**src/rtl/smbus_index_slave.sv**
```systemverilog
module smbus_index_slave #(
  parameter int          REG_COUNT = 32,
  parameter logic [6:0]  DEV_ADDR  = 7'h69,
  parameter logic [7:0]  ID_VALUE  = 8'h15,
  parameter int          ID_REG    = 7,
  parameter int          SEL_REG   = 6,
  parameter int          SEL_BITS  = 3,
  parameter logic [7:0]  CNT_RESET = 8'd8
) (
  input  logic                   clk,
  input  logic                   rst_n,
  input  logic                   scl_i,
  input  logic                   sda_i,
  output logic                   sda_oe,
  input  logic [SEL_BITS-1:0]    sel_in,
  output logic [REG_COUNT*8-1:0] cfg_q
);
  localparam int         AW       = $clog2(REG_COUNT);
  localparam logic [7:0] WR_BYTE  = {DEV_ADDR, 1'b0};
  localparam logic [7:0] RD_BYTE  = {DEV_ADDR, 1'b1};
  localparam logic [7:0] SEL_MASK = 8'((1 << SEL_BITS) - 1);

  typedef enum logic [2:0] {S_IDLE, S_RX, S_RACK, S_TX, S_TACK} state_t;
  typedef enum logic [2:0] {B_ADDR, B_OFF, B_CNT, B_WDAT, B_RCNT, B_RDAT} role_t;

  state_t      state;
  role_t       role;
  logic [2:0]  scl_p, sda_p;
  logic [3:0]  bitc;
  logic [7:0]  sh, wrem, txrem, rd_cnt, wm_cur;
  logic [AW-1:0] ptr;
  logic        mack, byte_ok;
  logic [7:0]  mem [REG_COUNT];
  logic [7:0]  vw  [REG_COUNT];

  wire scl_rise = scl_p[1] & ~scl_p[2];
  wire scl_fall = ~scl_p[1] & scl_p[2];
  wire start_c  = scl_p[1] & scl_p[2] & sda_p[2] & ~sda_p[1];
  wire stop_c   = scl_p[1] & scl_p[2] & ~sda_p[2] & sda_p[1];

  always_comb begin
    for (int i = 0; i < REG_COUNT; i++) begin
      vw[i] = mem[i];
      if (i == SEL_REG) vw[i][SEL_BITS-1:0] = sel_in;
      if (i == ID_REG)  vw[i] = ID_VALUE;
    end
  end

  for (genvar g = 0; g < REG_COUNT; g++) begin : g_out
    assign cfg_q[g*8 +: 8] = vw[g];
  end

  assign wm_cur = (ptr == AW'(ID_REG))  ? 8'h00 :
                  (ptr == AW'(SEL_REG)) ? ~SEL_MASK : 8'hFF;

  always_comb begin
    case (role)
      B_ADDR:  byte_ok = (sh == WR_BYTE) || (sh == RD_BYTE);
      B_OFF:   byte_ok = 1'b1;
      B_CNT:   byte_ok = (sh != 8'd0);
      B_WDAT:  byte_ok = (wrem != 8'd0);
      default: byte_ok = 1'b0;
    endcase
  end

  always_ff @(posedge clk) begin
    if (!rst_n) begin
      scl_p <= '1;
      sda_p <= '1;
    end else begin
      scl_p <= {scl_p[1:0], scl_i};
      sda_p <= {sda_p[1:0], sda_i};
    end
  end

  always_ff @(posedge clk) begin
    if (!rst_n) begin
      state  <= S_IDLE;
      role   <= B_ADDR;
      sda_oe <= 1'b0;
      bitc   <= '0;
      sh     <= '0;
      wrem   <= '0;
      txrem  <= '0;
      rd_cnt <= CNT_RESET;
      ptr    <= '0;
      mack   <= 1'b0;
      for (int i = 0; i < REG_COUNT; i++) mem[i] <= '0;
    end else if (start_c) begin
      state  <= S_RX;
      role   <= B_ADDR;
      bitc   <= '0;
      sda_oe <= 1'b0;
    end else if (stop_c) begin
      state  <= S_IDLE;
      sda_oe <= 1'b0;
    end else begin
      case (state)
        S_RX:
          if (scl_rise) begin
            sh   <= {sh[6:0], sda_p[1]};
            bitc <= bitc + 4'd1;
          end else if (scl_fall && bitc == 4'd8) begin
            if (byte_ok) begin
              sda_oe <= 1'b1;
              state  <= S_RACK;
              case (role)
                B_ADDR: role <= sh[0] ? B_RCNT : B_OFF;
                B_OFF: begin
                  ptr  <= sh[AW-1:0];
                  role <= B_CNT;
                end
                B_CNT: begin
                  rd_cnt <= sh;
                  wrem   <= sh;
                  role   <= B_WDAT;
                end
                B_WDAT: begin
                  mem[ptr] <= (mem[ptr] & ~wm_cur) | (sh & wm_cur);
                  ptr      <= ptr + AW'(1);
                  wrem     <= wrem - 8'd1;
                end
                default: ;
              endcase
            end else begin
              state <= S_IDLE;
            end
          end
        S_RACK:
          if (scl_fall) begin
            bitc <= '0;
            if (role == B_RCNT) begin
              sh     <= rd_cnt;
              sda_oe <= ~rd_cnt[7];
              txrem  <= rd_cnt;
              role   <= B_RDAT;
              state  <= S_TX;
            end else begin
              sda_oe <= 1'b0;
              state  <= S_RX;
            end
          end
        S_TX:
          if (scl_rise) begin
            bitc <= bitc + 4'd1;
          end else if (scl_fall) begin
            if (bitc == 4'd8) begin
              sda_oe <= 1'b0;
              state  <= S_TACK;
            end else begin
              sda_oe <= ~sh[6];
              sh     <= {sh[6:0], 1'b0};
            end
          end
        S_TACK:
          if (scl_rise) begin
            mack <= ~sda_p[1];
          end else if (scl_fall) begin
            if (mack && txrem != 8'd0) begin
              sh     <= vw[ptr];
              sda_oe <= ~vw[ptr][7];
              ptr    <= ptr + AW'(1);
              txrem  <= txrem - 8'd1;
              bitc   <= '0;
              state  <= S_TX;
            end else begin
              state <= S_IDLE;
            end
          end
        default: ;
      endcase
    end
  end
endmodule


```
**config.mk**
```make
export PLATFORM = sky130hd
export DESIGN_NAME = smbus_index_slave
export DESIGN_NICKNAME = d
export VERILOG_FILES = /design/src/rtl/smbus_index_slave.sv
export SDC_FILE = /design/constraint.sdc
export NUM_CORES = 1
export LEC_CHECK = 0
export BUFFER_PORTS_ARGS = -buffer_cell sky130_fd_sc_hd__buf_4
export CAP_MARGIN = 20
export CORE_UTILIZATION = 29
export CTS_BUF_LIST = sky130_fd_sc_hd__clkbuf_8
export DETAILED_ROUTE_END_ITERATION = 6
export GPL_ROUTABILITY_DRIVEN = 0
export PLACE_DENSITY = 0.43
export SLEW_MARGIN = 25
export SYNTH_ARGS = -nofsm -noshare
export SYNTH_HDL_FRONTEND = slang
export SYNTH_SLANG_ARGS = --single-unit
```
**constraint.sdc**
```tcl
create_clock -name clk -period 3.6 [get_ports clk]
set_input_delay 0.54 -clock clk [delete_from_list [all_inputs] [get_ports clk]]
set_output_delay 0.54 -clock clk [all_outputs]
set_load 0.01 [all_outputs]
```
==> flow_metrics.tcl, run 1 <==
set metrics [dict create \
    vdd_drop_max_mv 0.2581 \
    synth.cell_area_sq_um 16920 \
    finalWirelength_um 74710 \
    synth-seq-area-share 0.5252 \
    layout-drive-gt1-share 0.3017 \
    setup_tns_ns 0 \
    fin_cells 2548 \
    p_leak_nw 6.892 \
    cts.hold.buffers_added 0 \
    numClockSinks 316 \
    grt_max_degree 62 \
    avgViaCountPerCell 5.555 \
    async_flop_share 0 \
    routed-via-count 14150 \
    slew-limit-headroom 0.2539 \
    required_ns 3.89 \
    crit_arrival_ns 3.37 \
    grt_antenna_before_repair 0 \
    cellPowerDensity_nw_per_um2 422.8 \
    grt_pass1_wl_um 104400 \
    rsz0062_at_grt "false" \
    clockRootBuffer "clkbuf_8" \
    drcViolationCount 0 \
    postCtsSetupRepairBufs 0 \
    fill_cells 5869 \
    worstPathCellList "nor4b_1 > nand3_1 > a31oi_2 > buf_4 > nand2_2 > nand2_1" \
    crit_family "simple AND/OR/NAND/NOR gates" \
    cts_max_path_buffers 3 \
    cpPeakStageDelay_ns 0.51 \
    layout_min_cycle_time_ns 3.078 \
    fin_crit_sh 0.8550 \
    critPathMaxFanout 12 \
    core_sq_um 57700 \
    postLayoutCoreUtil 0.3633 \
    ctsResizeCount 0 \
    drt_iter0_drc 1390 \
    synth_seq_cells 316 \
    min_path_type "in2reg" \
    clk_latency_ns 0.70 \
    final_hold_viol_count 0 \
    dpl.hpwl_um 56680 \
    synth_ff_type "edfxtp_1" \
    layout_commonest_cell "buf_4" \
    syn_area_per_cell_sq_um 11.40 \
    syn_inst 1484 \
    ys_warn_count 0 \
    clkSlewWorstSetupHoldPaths_ns 0.06 \
    syn_to_final_growth_pct 23.86 \
    tightestPinTransition_ns 1.118 \
    grt_pass1_vias 13750 \
    crit_type "reg2reg" \
    drv_slew 0 \
    power_w 0.008864 \
    wire_per_inst_um 29.32 \
    htree_levels 2 \
    antenna_left 0 \
    numCtsBuffers 59 \
    grt.overflow.total 0 \
    cts_tree "yes" \
    critPathBufInv 1 \
    layout.nets 1751 \
    ios 264 \
    io_buffers 255 \
    grt_usage 0.2458 \
    dieArea_sq_um 59330 \
    fmax_mhz 324.9 \
    synth-edff-count 256 \
    fp.dieW_um 243.6 \
    drt_pre_antenna_iters 5 \
    clock_skew_ns 0.05388 \
    setup_viol 0 \
    rows 88 \
    drv_cap 0 \
    status "finished, final reports clean" \
    chipHeight_um 243.6 \
    crit_path_top_delay_cell "nand3_1" \
    initial_core_util 0.2934 \
    final_cell_mix "buf_4 (311), nor2_1 (275), edfxtp_1 (256), mux2i_1 (120), nand2_1 (88)" \
    antenna_cells 0 \
    yosysUniqueCellTypes 77 \
    post-place-cells 2438 \
    worst_setup_path_end_kind "register" \
    cp-start-kind "register" \
]
[final timing paths]
check | from | end | slack, ns | cells after the start
worst max-delay path | role[0]$_SDFFE_PP0P_ | mem[4][6]$_SDFFCE_PN0P_ | 0.52 | 6
worst min-delay path | sda_i | sda_p[0]$_SDFF_PN1_ | 0.09 | 2
worst max register to register | role[0]$_SDFFE_PP0P_ | mem[4][6]$_SDFFCE_PN0P_ | 0.52 | 6
worst min register to register | sda_p[0]$_SDFF_PN1_ | sda_p[1]$_SDFF_PN1_ | 0.42 | 1
[area by class of cell]
type                       count  area, sq um  share of cell area
clock inverter                51        412.9             0.01970
tap                          765        957.2             0.04566
inverter                      19        71.32            0.003402
sequential                   316         8899              0.4245
clock buffer                  59        812.0             0.03874
timing repair buffer         314         2395              0.1142
multi-input combinational   1024         7416              0.3538
[cells in the mapped netlist, types with 5 or more instances]
cell type | n | area, sq um
nor2b_1 | 15 | 93.84
nand4bb_1 | 6 | 67.56
o221a_2 | 8 | 90.09
o22ai_1 | 73 | 456.7
dfxtp_1 | 60 | 1201
a21oi_1 | 26 | 130.1
inv_1 | 18 | 67.56
nand4b_1 | 6 | 52.55
mux2i_1 | 120 | 1201
nand3_1 | 31 | 155.2
nand3b_1 | 8 | 60.06
a31oi_1 | 8 | 50.05
nand4_1 | 13 | 81.33
buf_2 | 13 | 65.06
a31o_2 | 5 | 43.79
nand2b_1 | 19 | 118.9
ha_1 | 10 | 125.1
nand2_1 | 88 | 330.3
nor2_1 | 277 | 1040
or3b_2 | 6 | 52.55
edfxtp_1 | 256 | 7687
a21boi_0 | 12 | 90.09
clkbuf_1 | 89 | 334.1
buf_4 | 16 | 120.1
a22oi_1 | 7 | 52.55
nor3_1 | 22 | 110.1
nor4_1 | 18 | 112.6
o31ai_1 | 6 | 45.04
buf_1 | 11 | 41.29
o21a_1 | 7 | 52.55
nor3b_1 | 7 | 52.55
mux4_2 | 70 | 1577
nand2_2 | 31 | 193.9
o21ai_0 | 37 | 185.2
[sequential cells by signal, summed over array words and instances (netlist names), 4 cells and up, named ones only]
register,flops
sh,8
bitc,4
txrem,8
ptr,5
rd_cnt,8
mem,256
wrem,8
[metrics by stage]
stage | cell area, sq um | hold WS [ns] | setup slack, ns
2_1_floorplan | 16950 | 0.3863 | 0.8430
3_3_place_gp | 19740 | 0.4099 | 0.6019
3_5_place_dp | 19740 | 0.4084 | 0.5598
4_1_cts | 20960 | 0.04528 | 0.5629
5_1_grt | 20960 | 0.07771 | 0.4294
6_report | 20960 | 0.08743 | 0.5220
[metal layers]
| layer | GRT usage | wire, um | vias up |
|---|---|---|---|
| met4 | 0.09632 | 2840 | 0 |
| met1 | 0.3201 | 31030 | 7308 |
| met3 | 0.03316 | 4255 | 131 |
| met5 | 0 | 0 | - |
| li1 | - | - | 6110 |
| met2 | 0.4124 | 36580 | 604 |
[logic make-up after synthesis]
family | share of synthesized area
and+or+nand+nor | 0.1620
adders and majority gates | 0.007393
xor gates and xnor gates | 0.0005176
other | 0.0004437
buffers and inverters | 0.03829
DFF | 0.5252
AOI/OAI and AO/OA | 0.1001
muxes | 0.1661
[power by group]
group / leakage (nW) / switching [W] / internal (W)
registers: 2.92 / 0.000241 / 0.00411
logic: 3.31 / 0.000464 / 0.000319
clock network: 0.664 / 0.00169 / 0.00205
total: 6.89 / 0.00239 / 0.00647
(Power assumes the default switching activity.)
==> run 2, diff against run 1 <==
Settings changed: CAP_MARGIN 20 to not set, CTS_BUF_LIST sky130_fd_sc_hd__clkbuf_8 to not set.
==> flow_metrics.tcl, run 2 (synthesis results as in run 1) <==
set metrics [dict create \
    io_buffers 255 \
    fin_crit_sh 0.8614 \
    p_leak_nw 6.829 \
    clkSlewWorstSetupHoldPaths_ns 0.06 \
    drcViolationCount 0 \
    crit_arrival_ns 3.33 \
    met1_length_um 31070 \
    grt_max_degree 62 \
    fmax_mhz 322.5 \
    status "finished, final reports clean" \
    clk_latency_ns 0.58 \
    grt_pass1_vias 13600 \
    routed-via-count 13990 \
    numClockSinks 316 \
    grt.overflow.total 0 \
    largest_register_ffs 256 \
    syn_to_final_growth_pct 24.08 \
    layout.nets 1731 \
    cts.hold.buffers_added 0 \
    layout_commonest_cell "buf_4" \
    route.met2.wl_um 36380 \
    drv_cap 0 \
    drt_iter0_drc 1398 \
    post_dp_cell_area_sq_um 19740 \
    multi_input_comb_area_sq_um 7416 \
    avgViaCountPerCell 5.578 \
    layout-drive-gt1-share 0.2959 \
    final_hold_viol_count 0 \
    critPathMaxFanout 13 \
    highest_layer "met4" \
    setup_tns_ns 0 \
    ios 264 \
    initial_core_util 0.2934 \
    wire_per_inst_um 29.70 \
    slew-limit-headroom 0.2972 \
    fill_cells 5829 \
    grt_pass1_wl_um 104200 \
    finalWirelength_um 74510 \
    rsz0062_at_grt "false" \
    register_area_sq_um 8899 \
    ctsResizeCount 0 \
    cp-start-kind "register" \
    drv_slew 0 \
    dieArea_sq_um 59330 \
    tightestPinTransition_ns 1.053 \
    cts_max_path_buffers 3 \
    postCtsSetupRepairBufs 0 \
    worst_setup_path_end_kind "register" \
    rows 88 \
    final_cell_mix "buf_4 (311), nor2_1 (275), edfxtp_1 (256), mux2i_1 (120), nand2_1 (88)" \
    design_area_sq_um 21000 \
    numCtsBuffers 39 \
    setup_viol 0 \
    drt_pre_antenna_iters 5 \
    cts_tree "yes" \
    vdd_drop_max_mv 0.2740 \
    crit_type "reg2reg" \
    min_path_type "in2reg" \
    cellPowerDensity_nw_per_um2 433.0 \
    dpl.hpwl_um 56680 \
    fp.dieW_um 243.6 \
    required_ns 3.83 \
    layout_min_cycle_time_ns 3.101 \
    grt_usage 0.2453 \
    clock_skew_ns 0.03205 \
    antenna_cells 0 \
    htree_levels 2 \
    clockRootBuffer "clkbuf_16" \
    chipHeight_um 243.6 \
    antenna_left 0 \
    wl_met3_um 4058 \
    largest-register "mem" \
    core_sq_um 57700 \
    grt_antenna_before_repair 0 \
]
## run 2: cell count changes in the layout (fill, tap and decap cells not counted), sizes merged
cell / before / now
bufinv: 7 / 4
clkbuf: 59 / 45
clkinv: 32 / 17
clkinvlp: 1 / 5
inv: 30 / 19
## run 2: layer usage
layer | global-route usage | up-vias
met5 | 0 | -
met3 | 0.03117 | 124
met2 | 0.4077 | 578
met4 | 0.1007 | 0
met1 | 0.3222 | 7240
li1 | - | 6052
## run 2: power by group
| part | total (W) | internal [W] | switching [W] | leakage, nW |
|---|---|---|---|---|
| combinational | 0.000782 | 0.000319 | 0.000463 | 3.31 |
| clock | 0.00397 | 0.00229 | 0.00167 | 0.602 |
| sequential | 0.00435 | 0.00411 | 0.000241 | 2.92 |
| total | 0.00909 | 0.00672 | 0.00238 | 6.83 |
## run 2: worst max-delay path: stages (launching register included)
cell	delay, ns
dfxtp_1	0.57
nor3b_2	0.36
nand4_1	0.52
nor4_1	0.56
buf_4	0.25
nand2_2	0.14
nand2_1	0.35
## run 2: per-stage QoR
stage / hold slack, ns / instances / setup slack (ns) / util / total power (W)
finish: 0.1904 / 2509 / 0.4989 / 0.3640 / 0.009093
floorplan: 0.3863 / 1490 / 0.8430 / - / 0.004647
detailed placement: 0.4084 / 2438 / 0.5598 / 0.3421 / 0.005204
global route: 0.1930 / 2509 / 0.4154 / 0.3640 / 0.009340
global placement: 0.4099 / 2438 / 0.6019 / 0.3421 / 0.005203
CTS: 0.1677 / 2509 / 0.5202 / 0.3640 / 0.009158
## run 2: final cells by class
cell class                      instances  area share
Sequential cell                       316      0.4237
Multi-Input combinational cell       1024      0.3531
Timing Repair Buffer                  314      0.1140
Clock buffer                           45     0.04755
Tap cell                              765     0.04558
Clock inverter                         26     0.01257
Inverter                               19    0.003396
## run 2: worst paths after layout
check	from	endpoint	slack, ns	cells after the start
setup / recovery	state[0]$_SDFFE_PN0P_	mem[18][0]$_SDFFCE_PN0P_	0.50	6
hold / removal	sda_i	sda_p[0]$_SDFF_PN1_	0.19	2
setup reg to reg	state[0]$_SDFFE_PN0P_	mem[18][0]$_SDFFCE_PN0P_	0.50	6
hold reg to reg	sda_p[0]$_SDFF_PN1_	sda_p[1]$_SDFF_PN1_	0.41	1
